`config.mk`:
```
export PLATFORM = sky130hd
export DESIGN_NAME = therm_trip_guard
export DESIGN_NICKNAME = d
export VERILOG_FILES = /design/src/rtl/thermtrip_pkg.sv /design/src/rtl/trip_compare.sv /design/src/rtl/trip_fsm.sv /design/src/rtl/trip_outputs.sv /design/src/rtl/therm_trip_guard.sv
export SDC_FILE = /design/constraint.sdc
export NUM_CORES = 1
export LEC_CHECK = 0
export BUFFER_PORTS_ARGS = -buffer_cell sky130_fd_sc_hd__buf_2
export CORE_AREA = 2 2 39 41
export DETAILED_ROUTE_END_ITERATION = 7
export DIE_AREA = 0 0 41 43
export MAX_ROUTING_LAYER = met4
export PLACE_DENSITY_LB_ADDON = 0.2
export SKIP_LAST_GASP = 1
export SYNTH_ARGS = -nofsm -noshare
export SYNTH_HDL_FRONTEND = slang
export SYNTH_SLANG_ARGS = --single-unit
```
`constraint.sdc`:
```
create_clock -name clk -period 0.9 [get_ports clk]
set_input_delay 0.135 -clock clk [delete_from_list [all_inputs] [get_ports clk]]
set_output_delay 0.135 -clock clk [all_outputs]
set_load 0.01 [all_outputs]
```
`src/rtl/thermtrip_pkg.sv`:
```
package thermtrip_pkg;

    typedef enum logic [1:0] {
        ST_WAIT    = 2'd0,
        ST_WATCH   = 2'd1,
        ST_TRIPPED = 2'd2
    } trip_state_t;

endpackage

```
`src/rtl/trip_compare.sv`:
```
module trip_compare #(
    parameter int CODE_W     = 8,
    parameter int TRIP_LEVEL = 135
) (
    input  logic [CODE_W-1:0] code_i,
    input  logic              valid_i,
    output logic              hot_o,
    output logic              cool_o
);
    localparam logic [CODE_W-1:0] LEVEL_C = CODE_W'(TRIP_LEVEL);

    logic at_or_above;

    generate
        if (TRIP_LEVEL <= 0) begin : g_always_hot
            assign at_or_above = 1'b1;
        end else begin : g_compare
            assign at_or_above = (code_i >= LEVEL_C);
        end
    endgenerate

    assign hot_o  = valid_i & at_or_above;
    assign cool_o = valid_i & ~at_or_above;

endmodule

```
`src/rtl/trip_fsm.sv`:
```
module trip_fsm
    import thermtrip_pkg::*;
(
    input  logic        clk,
    input  logic        rst_n,
    input  logic        hot_i,
    input  logic        cool_i,
    output trip_state_t state_q,
    output trip_state_t state_d
);

    always_ff @(posedge clk or negedge rst_n) begin
        if (!rst_n) state_q <= ST_WAIT;
        else        state_q <= state_d;
    end

    always_comb begin
        state_d = state_q;
        unique case (state_q)
            ST_WAIT: begin
                if (hot_i)       state_d = ST_TRIPPED;
                else if (cool_i) state_d = ST_WATCH;
            end
            ST_WATCH: begin
                if (hot_i) state_d = ST_TRIPPED;
            end
            ST_TRIPPED: state_d = ST_TRIPPED;
            default:    state_d = ST_TRIPPED;
        endcase
    end


    tripped_latch_chk: assert property (@(posedge clk) disable iff (!rst_n)
        state_q == ST_TRIPPED |=> state_q == ST_TRIPPED);


    hot_trip_chk: assert property (@(posedge clk) disable iff (!rst_n)
        hot_i |=> state_q == ST_TRIPPED);


    idle_hold_chk: assert property (@(posedge clk) disable iff (!rst_n)
        (!hot_i && !cool_i) |=> state_q == $past(state_q));


    cool_watch_chk: assert property (@(posedge clk) disable iff (!rst_n)
        (cool_i && state_q != ST_TRIPPED) |=> state_q == ST_WATCH);

endmodule

```
`src/rtl/trip_outputs.sv`:
```
module trip_outputs
    import thermtrip_pkg::*;
(
    input  logic        clk,
    input  logic        rst_n,
    input  trip_state_t state_d,
    output logic        trip_n_o,
    output logic        halt_o,
    output logic        live_o
);

    always_ff @(posedge clk or negedge rst_n) begin
        if (!rst_n) begin
            trip_n_o <= 1'b1;
            halt_o   <= 1'b0;
            live_o   <= 1'b0;
        end else begin
            trip_n_o <= (state_d != ST_TRIPPED);
            halt_o   <= (state_d == ST_TRIPPED);
            live_o   <= (state_d == ST_WATCH);
        end
    end


    pin_pair_chk: assert property (@(posedge clk) disable iff (!rst_n)
        trip_n_o != halt_o);


    live_excl_chk: assert property (@(posedge clk) disable iff (!rst_n)
        halt_o |-> !live_o);


    halt_hold_chk: assert property (@(posedge clk) disable iff (!rst_n)
        halt_o |=> halt_o);

endmodule

```
`src/rtl/therm_trip_guard.sv`:
```
module therm_trip_guard
    import thermtrip_pkg::*;
#(
    parameter int CODE_W     = 8,
    parameter int TRIP_LEVEL = 135
) (
    input  logic              clk,
    input  logic              rst_n,
    input  logic [CODE_W-1:0] temp_code,
    input  logic              temp_valid,
    output logic              trip_n,
    output logic              halt_req,
    output logic              monitor_live
);

    logic        hot;
    logic        cool;
    trip_state_t state_q;
    trip_state_t state_d;

    trip_compare #(
        .CODE_W     (CODE_W),
        .TRIP_LEVEL (TRIP_LEVEL)
    ) u_cmp (
        .code_i  (temp_code),
        .valid_i (temp_valid),
        .hot_o   (hot),
        .cool_o  (cool)
    );

    trip_fsm u_fsm (
        .clk     (clk),
        .rst_n   (rst_n),
        .hot_i   (hot),
        .cool_i  (cool),
        .state_q (state_q),
        .state_d (state_d)
    );

    trip_outputs u_out (
        .clk      (clk),
        .rst_n    (rst_n),
        .state_d  (state_d),
        .trip_n_o (trip_n),
        .halt_o   (halt_req),
        .live_o   (monitor_live)
    );


    idle_after_reset_chk: assert property (@(posedge clk) disable iff (!rst_n)
        (state_q == ST_WAIT) |-> (trip_n && !halt_req && !monitor_live));

endmodule

```
==> impl_metrics.toml, run 1 <==
[run_status]
status = "complete, but fails checks"
violations = "setup timing"

[logic_synthesis]
synth_area_um2 = 186
synth.avg_cell_area_um2 = 12.4
yosysSeqAreaShare_pct = 67.8
async_flop_share_pct = 100
synth_compound_area_share_pct = 4.70
synth_top_family_by_area = "simple AND/OR/NAND/NOR gates"
post-synth-top-area-cell = "dfrtp_1"
synthCells = 15
yosysMostFrequentCell = "dfrtp_1"
synth_seq_cells = 5
synth-edff-count = 0
synth.distinct_cells = 9
synth_top_area_share_pct = 53.7
synth.area.mux_share_pct = 0
yosysWarnings = 0
ys_top_cells_by_count = "dfrtp_1, nor2_1, nor3_1, or2_1"
ys.flop_type = "dfrtp_1"
synth_fa_ha_area_share_pct = 0
yosys.area_share.simple_pct = 27.5
synth.area.top_cells = "dfrtp_1, dfstp_2, nor4_2"
synth_xor_xnor_area_share_pct = 0
synth.net_count = 26

[critical_path]
path_max_fanout = 1
cp.depth = 1
crit_type = "reg -> out"
crit_chain = "buf_6"
setup.worst_path.end_class = "output port"
slowest_stage = "dfstp_2"
r2r_cells = 1
cp_data_required_time_ns = 0.76
cp-start-kind = "flip-flop"
critPathMaxStageDelay_ns = 0.52
worstPathArrival_ns = 0.85
crit_family = "flip-flops"
path_buf_inv = 1

[timing]
skew_ns = 0.00133
layout_setup_ws_ns = -0.0825
setup_viol = 1
clock.fmax_mhz = 1020
timing.final.crit_share_pct = 109
finalCriticalPeriod_ns = 0.983
hold_viol = 0
rsz0062_at_grt = "true"
worstMarginPinSlew_ns = 0.237
slew_viol_final = 0
relSlewSlack_pct = 84.1

[global_route]
grt-ovfl-total = 0
grt_pass1_wl_um = 614
antenna_found_initial = 0
first_global_vias = 190
track_usage_pct = 5.89
grt_max_degree = 6

[floorplanning]
rows = 14
io_pins = 14
coreArea_um2 = 1380
die_x_um = 41
die_y_um = 43
initial_core_util_pct = 13.5
die_area_um2 = 1760

[place]
portBuffers = 13
dp_cells = 44
post-place-ws_ns = -0.104
gp_congestion = 0.594

[cts]
numCtsBuffers = 3
htree_levels = 1
cts.path.max_buffers = 2
cts_tree = "done"
ctsRootBufferMaster = "clkbuf_4"
postCtsSetupBuffers = 0
insertion_delay_ns = 0.24
clk_pin_slew_ns = 0.04
clock_sinks = 5

[cells_and_area]
multi_input_area_um2 = 60.1
drive_gt1_share_pct = 57.6
fillCellCount = 155
final_cells = 49
areaGrowthSynthToFinish_pct = 68.5
regArea_um2 = 126
n_antenna_cell = 0
fin_nets = 45

[drt]
drc = 0
drt_wl_total_um = 363
vias_per_cell = 3.73
dr.first_iter.drc_count = 1
wl_per_cell_um = 7.41
vias = 183
detail_route.first_pass.iterations = 2
ant_nets = 0

[job]
drv_cap = 0

[power]
ir_worst_vdd_v = 0.000277
p_switching_uw = 102
p_per_area_nw_per_um2 = 1650
seq_power_share_pct = 43.7
p_leak_nw = 0.141
clkPwrFrac_pct = 48.7
swShare_pct = 19.8
internal_power_uw = 415
p_comb_share_pct = 7.6

[worst_hold_path]
hold_path_depth = 3
hold_class = "in -> reg"
==> power groups by stage <==
stage / registers, mW / logic [mW] / clock network, mW
after floorplan: 0.229 / 0.00918 / 0
after global placement: 0.229 / 0.0364 / 0
after detailed placement: 0.229 / 0.0372 / 0
after CTS: 0.226 / 0.0406 / 0.263
after global routing: 0.225 / 0.0447 / 0.286
final: 0.226 / 0.0393 / 0.252
==> what timing repair did <==
action | in CTS | in global routing
setup endpoints to repair | 1 | 1
hold endpoints to repair | 5 | 0
resized for setup | 1 | 0
hold buffers | 1 | 0
==> stage by stage <==
stage / hold slack [ns] / power [mW] / util, % / TNS (ns) / instance area (um^2)
after floorplan: -0.161 / 0.238 / - / 0 / 186
after global placement: -0.0486 / 0.265 / 19.6 / -0.157 / 272
after detailed placement: -0.0477 / 0.266 / 19.6 / -0.237 / 272
after CTS: 0.206 / 0.530 / 22.7 / -0.0950 / 314
after global routing: 0.247 / 0.557 / 22.7 / -0.110 / 314
final: 0.211 / 0.518 / 22.7 / -0.0825 / 314
==> cell families after synthesis <==
group              count (synthesis)
and+or+nand+nor                    9
AOI/OAI and AO/OA                  1
DFF                                5
==> layout make-up <==
class	instances	share of cell area, %
flip-flops and latches	5	40.2
clock buffers	4	8.37
well taps	16	6.37
multi-input cells	10	19.1
repair buffers	14	25.9
==> routing by layer <==
metal  track usage (%)  share of wire (%)  up-vias
li1                  -                  -       86
met1              5.86                 37       80
met2              7.50                 45       15
met3                 0                 12        2
met4              10.0                5.2        0
met5                 -                  0        -
==> final timing paths <==
kind                       slack [ns]        startpoint                to
max                             -0.08    u_out.trip_n_o            trip_n
min                              0.21        temp_valid  u_fsm.state_q[0]
max reg2reg                      0.14  u_fsm.state_q[1]      u_out.halt_o
min reg2reg                      0.46  u_fsm.state_q[1]    u_out.trip_n_o
max in group asynchronous        0.46             rst_n    u_out.trip_n_o
min in group asynchronous        0.23             rst_n  u_fsm.state_q[1]
==> flip-flops by register name, summed over array words and instances, names as in the netlist <==
name,count
u_out.halt_o,1
u_out.live_o,1
u_fsm.state_q,2
u_out.trip_n_o,1
==> cells in the final DEF (no fill, tap or decap) <==
| cell | count |
|---|---|
| or2_1 | 2 |
| clkbuf_4 | 3 |
| clkbuf_1 | 1 |
| dfstp_2 | 1 |
| nor3_1 | 2 |
| dlygate4sd3_1 | 1 |
| nor2_1 | 2 |
| a21oi_2 | 1 |
| nand3_1 | 1 |
| buf_2 | 12 |
| buf_6 | 1 |
| nand2_1 | 1 |
| nor4_2 | 1 |
| dfrtp_1 | 4 |
Note: power is estimated with default switching activity, not from simulation.
==> inputs of run 2 (changes only) <==
- ABC_AREA: not set -> 1
==> run 2 against run 1 <==
Against the previous run:
- the flow still finishes with violations (setup timing)
- clock power hardly changed
- highest routed layer is now met3
- synthesized cell count is 27% higher
- flip-flop and latch count stayed put
- critical endpoint unchanged
==> impl_metrics.toml, run 2 <==
[logic_synthesis]
post-synth-top-area-cell = "dfrtp_1"
synth-edff-count = 0
async_flop_share_pct = 100
synth.distinct_cells = 8
synth_seq_cells = 5
ys_top_cells_by_count = "nor2_1, dfrtp_1"
ys.flop_type = "dfrtp_1"
synth.avg_cell_area_um2 = 9.81
yosysWarnings = 0
synth.area.top_cells = "dfrtp_1, dfstp_2, nor2_1"
synthCells = 19
yosysSeqAreaShare_pct = 67.8
synth.net_count = 30
yosysMostFrequentCell = "nor2_1"
synth_top_area_share_pct = 53.7
synth_area_um2 = 186

[cts]
clk_pin_slew_ns = 0.04
htree_levels = 1
ctsRootBufferMaster = "clkbuf_4"
numCtsBuffers = 3
insertion_delay_ns = 0.24
clock_sinks = 5
cts.path.max_buffers = 2
cts_tree = "done"

[timing]
worstMarginPinSlew_ns = 0.145
slew_viol_final = 0
layout_setup_ws_ns = -0.0761
skew_ns = 0.00332
setup_viol = 1
hold_viol = 0
finalCriticalPeriod_ns = 0.976
setup-tns-final_ns = -0.0761
relSlewSlack_pct = 90.3
clock.fmax_mhz = 1020
rsz0062_at_grt = "true"
timing.final.crit_share_pct = 108
hold_ws_ns = 0.172

[drt]
drc = 0
wl_per_cell_um = 6.91
ant_nets = 0
vias = 181
detail_route.first_pass.iterations = 4
vias_per_cell = 3.42
dr.first_iter.drc_count = 4
drt_wl_total_um = 366

[critical_path]
setup.worst_path.end_class = "output port"
crit_type = "reg -> out"
crit_chain = "buf_6"
path_buf_inv = 1
slowest_stage = "dfstp_2"
rr_startpoint = "u_fsm.state_q[0]"
crit_family = "flip-flops"
path_max_fanout = 1
cp_data_required_time_ns = 0.76
critPathMaxStageDelay_ns = 0.52
worstSetupStartpoint = "u_out.trip_n_o"
cp-start-kind = "flip-flop"
worstPathArrival_ns = 0.84

[cells_and_area]
drive_gt1_share_pct = 54.1
largest_register_ffs = 2
final_cells = 53
fin_nets = 49
top_register = "u_fsm.state_q"
final_common_cell = "buf_2"
fin_area_um2 = 314
final_cell_mix = "buf_2, nor2_1, dfrtp_1"
n_antenna_cell = 0
areaGrowthSynthToFinish_pct = 68.5

[place]
gp_congestion = 0.650
dp_cells = 48
place_area_um2 = 272
portBuffers = 13
dp_hpwl_um = 317

[run_status]
status = "complete, but fails checks"
violations = "setup timing"

[global_route]
grt-ovfl-total = 0
track_usage_pct = 6.10
antenna_found_initial = 0
grt_max_degree = 6
first_global_vias = 166
grt_pass1_wl_um = 565

[floorplanning]
die_area_um2 = 1760
die_x_um = 41
rows = 14
initial_core_util_pct = 13.5
die_y_um = 43
coreArea_um2 = 1380
io_pins = 14

[power]
fin_total_pwr_uw = 516
clkPwrFrac_pct = 48.8
p_switching_uw = 101
ir_worst_vdd_v = 0.000506
p_per_area_nw_per_um2 = 1640
p_leak_nw = 0.172
seq_power_share_pct = 43.8
p_comb_share_pct = 7.5
internal_power_uw = 416
swShare_pct = 19.5

[job]
drv_cap = 0

[worst_hold_path]
hold_class = "in -> reg"
hold_start = "temp_valid"
[run 2: cell count changes in the layout (fill, tap and decap cells not counted), sizes merged]
cell / previous run / this run
a21oi: 1 / 0
inv: 0 / 3
nand2: 1 / 4
nand3: 1 / 2
nor2: 2 / 5
nor3: 2 / 0
nor4: 1 / 0
or2: 2 / 0
[run 2: path summary, 6_finish.rpt]
kind                       slack [ns]                to  cells past startpoint
setup reg to reg                 0.24      u_out.live_o                      2
hold / removal                   0.17  u_fsm.state_q[0]                      3
hold reg to reg                  0.45      u_out.halt_o                      2
min in group asynchronous        0.24      u_out.halt_o                      2
max in group asynchronous        0.45    u_out.trip_n_o                      2
setup / recovery                -0.08            trip_n                      1
[run 2: area by class of cell]
cell class	instances	area, um^2
fill	160	1070
sequential	5	126
timing repair buffer	14	81.3
multi-input combinational	11	48.8
clock buffer	4	26.3
tap	16	20.0
inverter	3	11.3
[run 2: power by group through the flow]
stage	clock network, mW	registers, mW	logic (mW)
floorplan	0	0.229	0.0101
global placement	0	0.229	0.0354
detailed placement	0	0.229	0.0364
CTS	0.265	0.226	0.0399
global route	0.295	0.225	0.0457
finish	0.252	0.226	0.0385
[run 2: repair_timing]
action                                  in CTS  in global routing
endpoints found under the hold margin        5                  0
gates resized for setup                      1                  0
pin swaps                                    0                  0
hold buffers                                 1                  0
endpoints found under the setup margin       1                  1
setup buffers                                0                  0
[run 2: per-layer routing]
| metal | share of wire (%) | vias up | routed length, um | global-route usage (%) |
|---|---|---|---|---|
| met2 | 48 | 12 | 174 | 7.19 |
| met4 | 0 | 0 | 0 | 6.00 |
| met5 | 0 | - | 0 | - |
| met1 | 33 | 77 | 122 | 3.92 |
| li1 | - | 92 | - | - |
| met3 | 19 | 0 | 69 | 7.85 |
[run 2: stage by stage]
| stage | setup slack [ns] | utilization (%) |
|---|---|---|
| CTS | -0.0887 | 22.7 |
| finish | -0.0761 | 22.7 |
| global placement | 0.159 | 19.6 |
| global route | -0.118 | 22.7 |
| floorplan | 0.245 | - |
| detailed placement | 0.161 | 19.6 |
[run 2: kinds of logic after synthesis]
logic type,share of synthesized area (%)
AND/OR/NAND/NOR,26.2
buffers and inverters,6.04
flip-flops,67.8
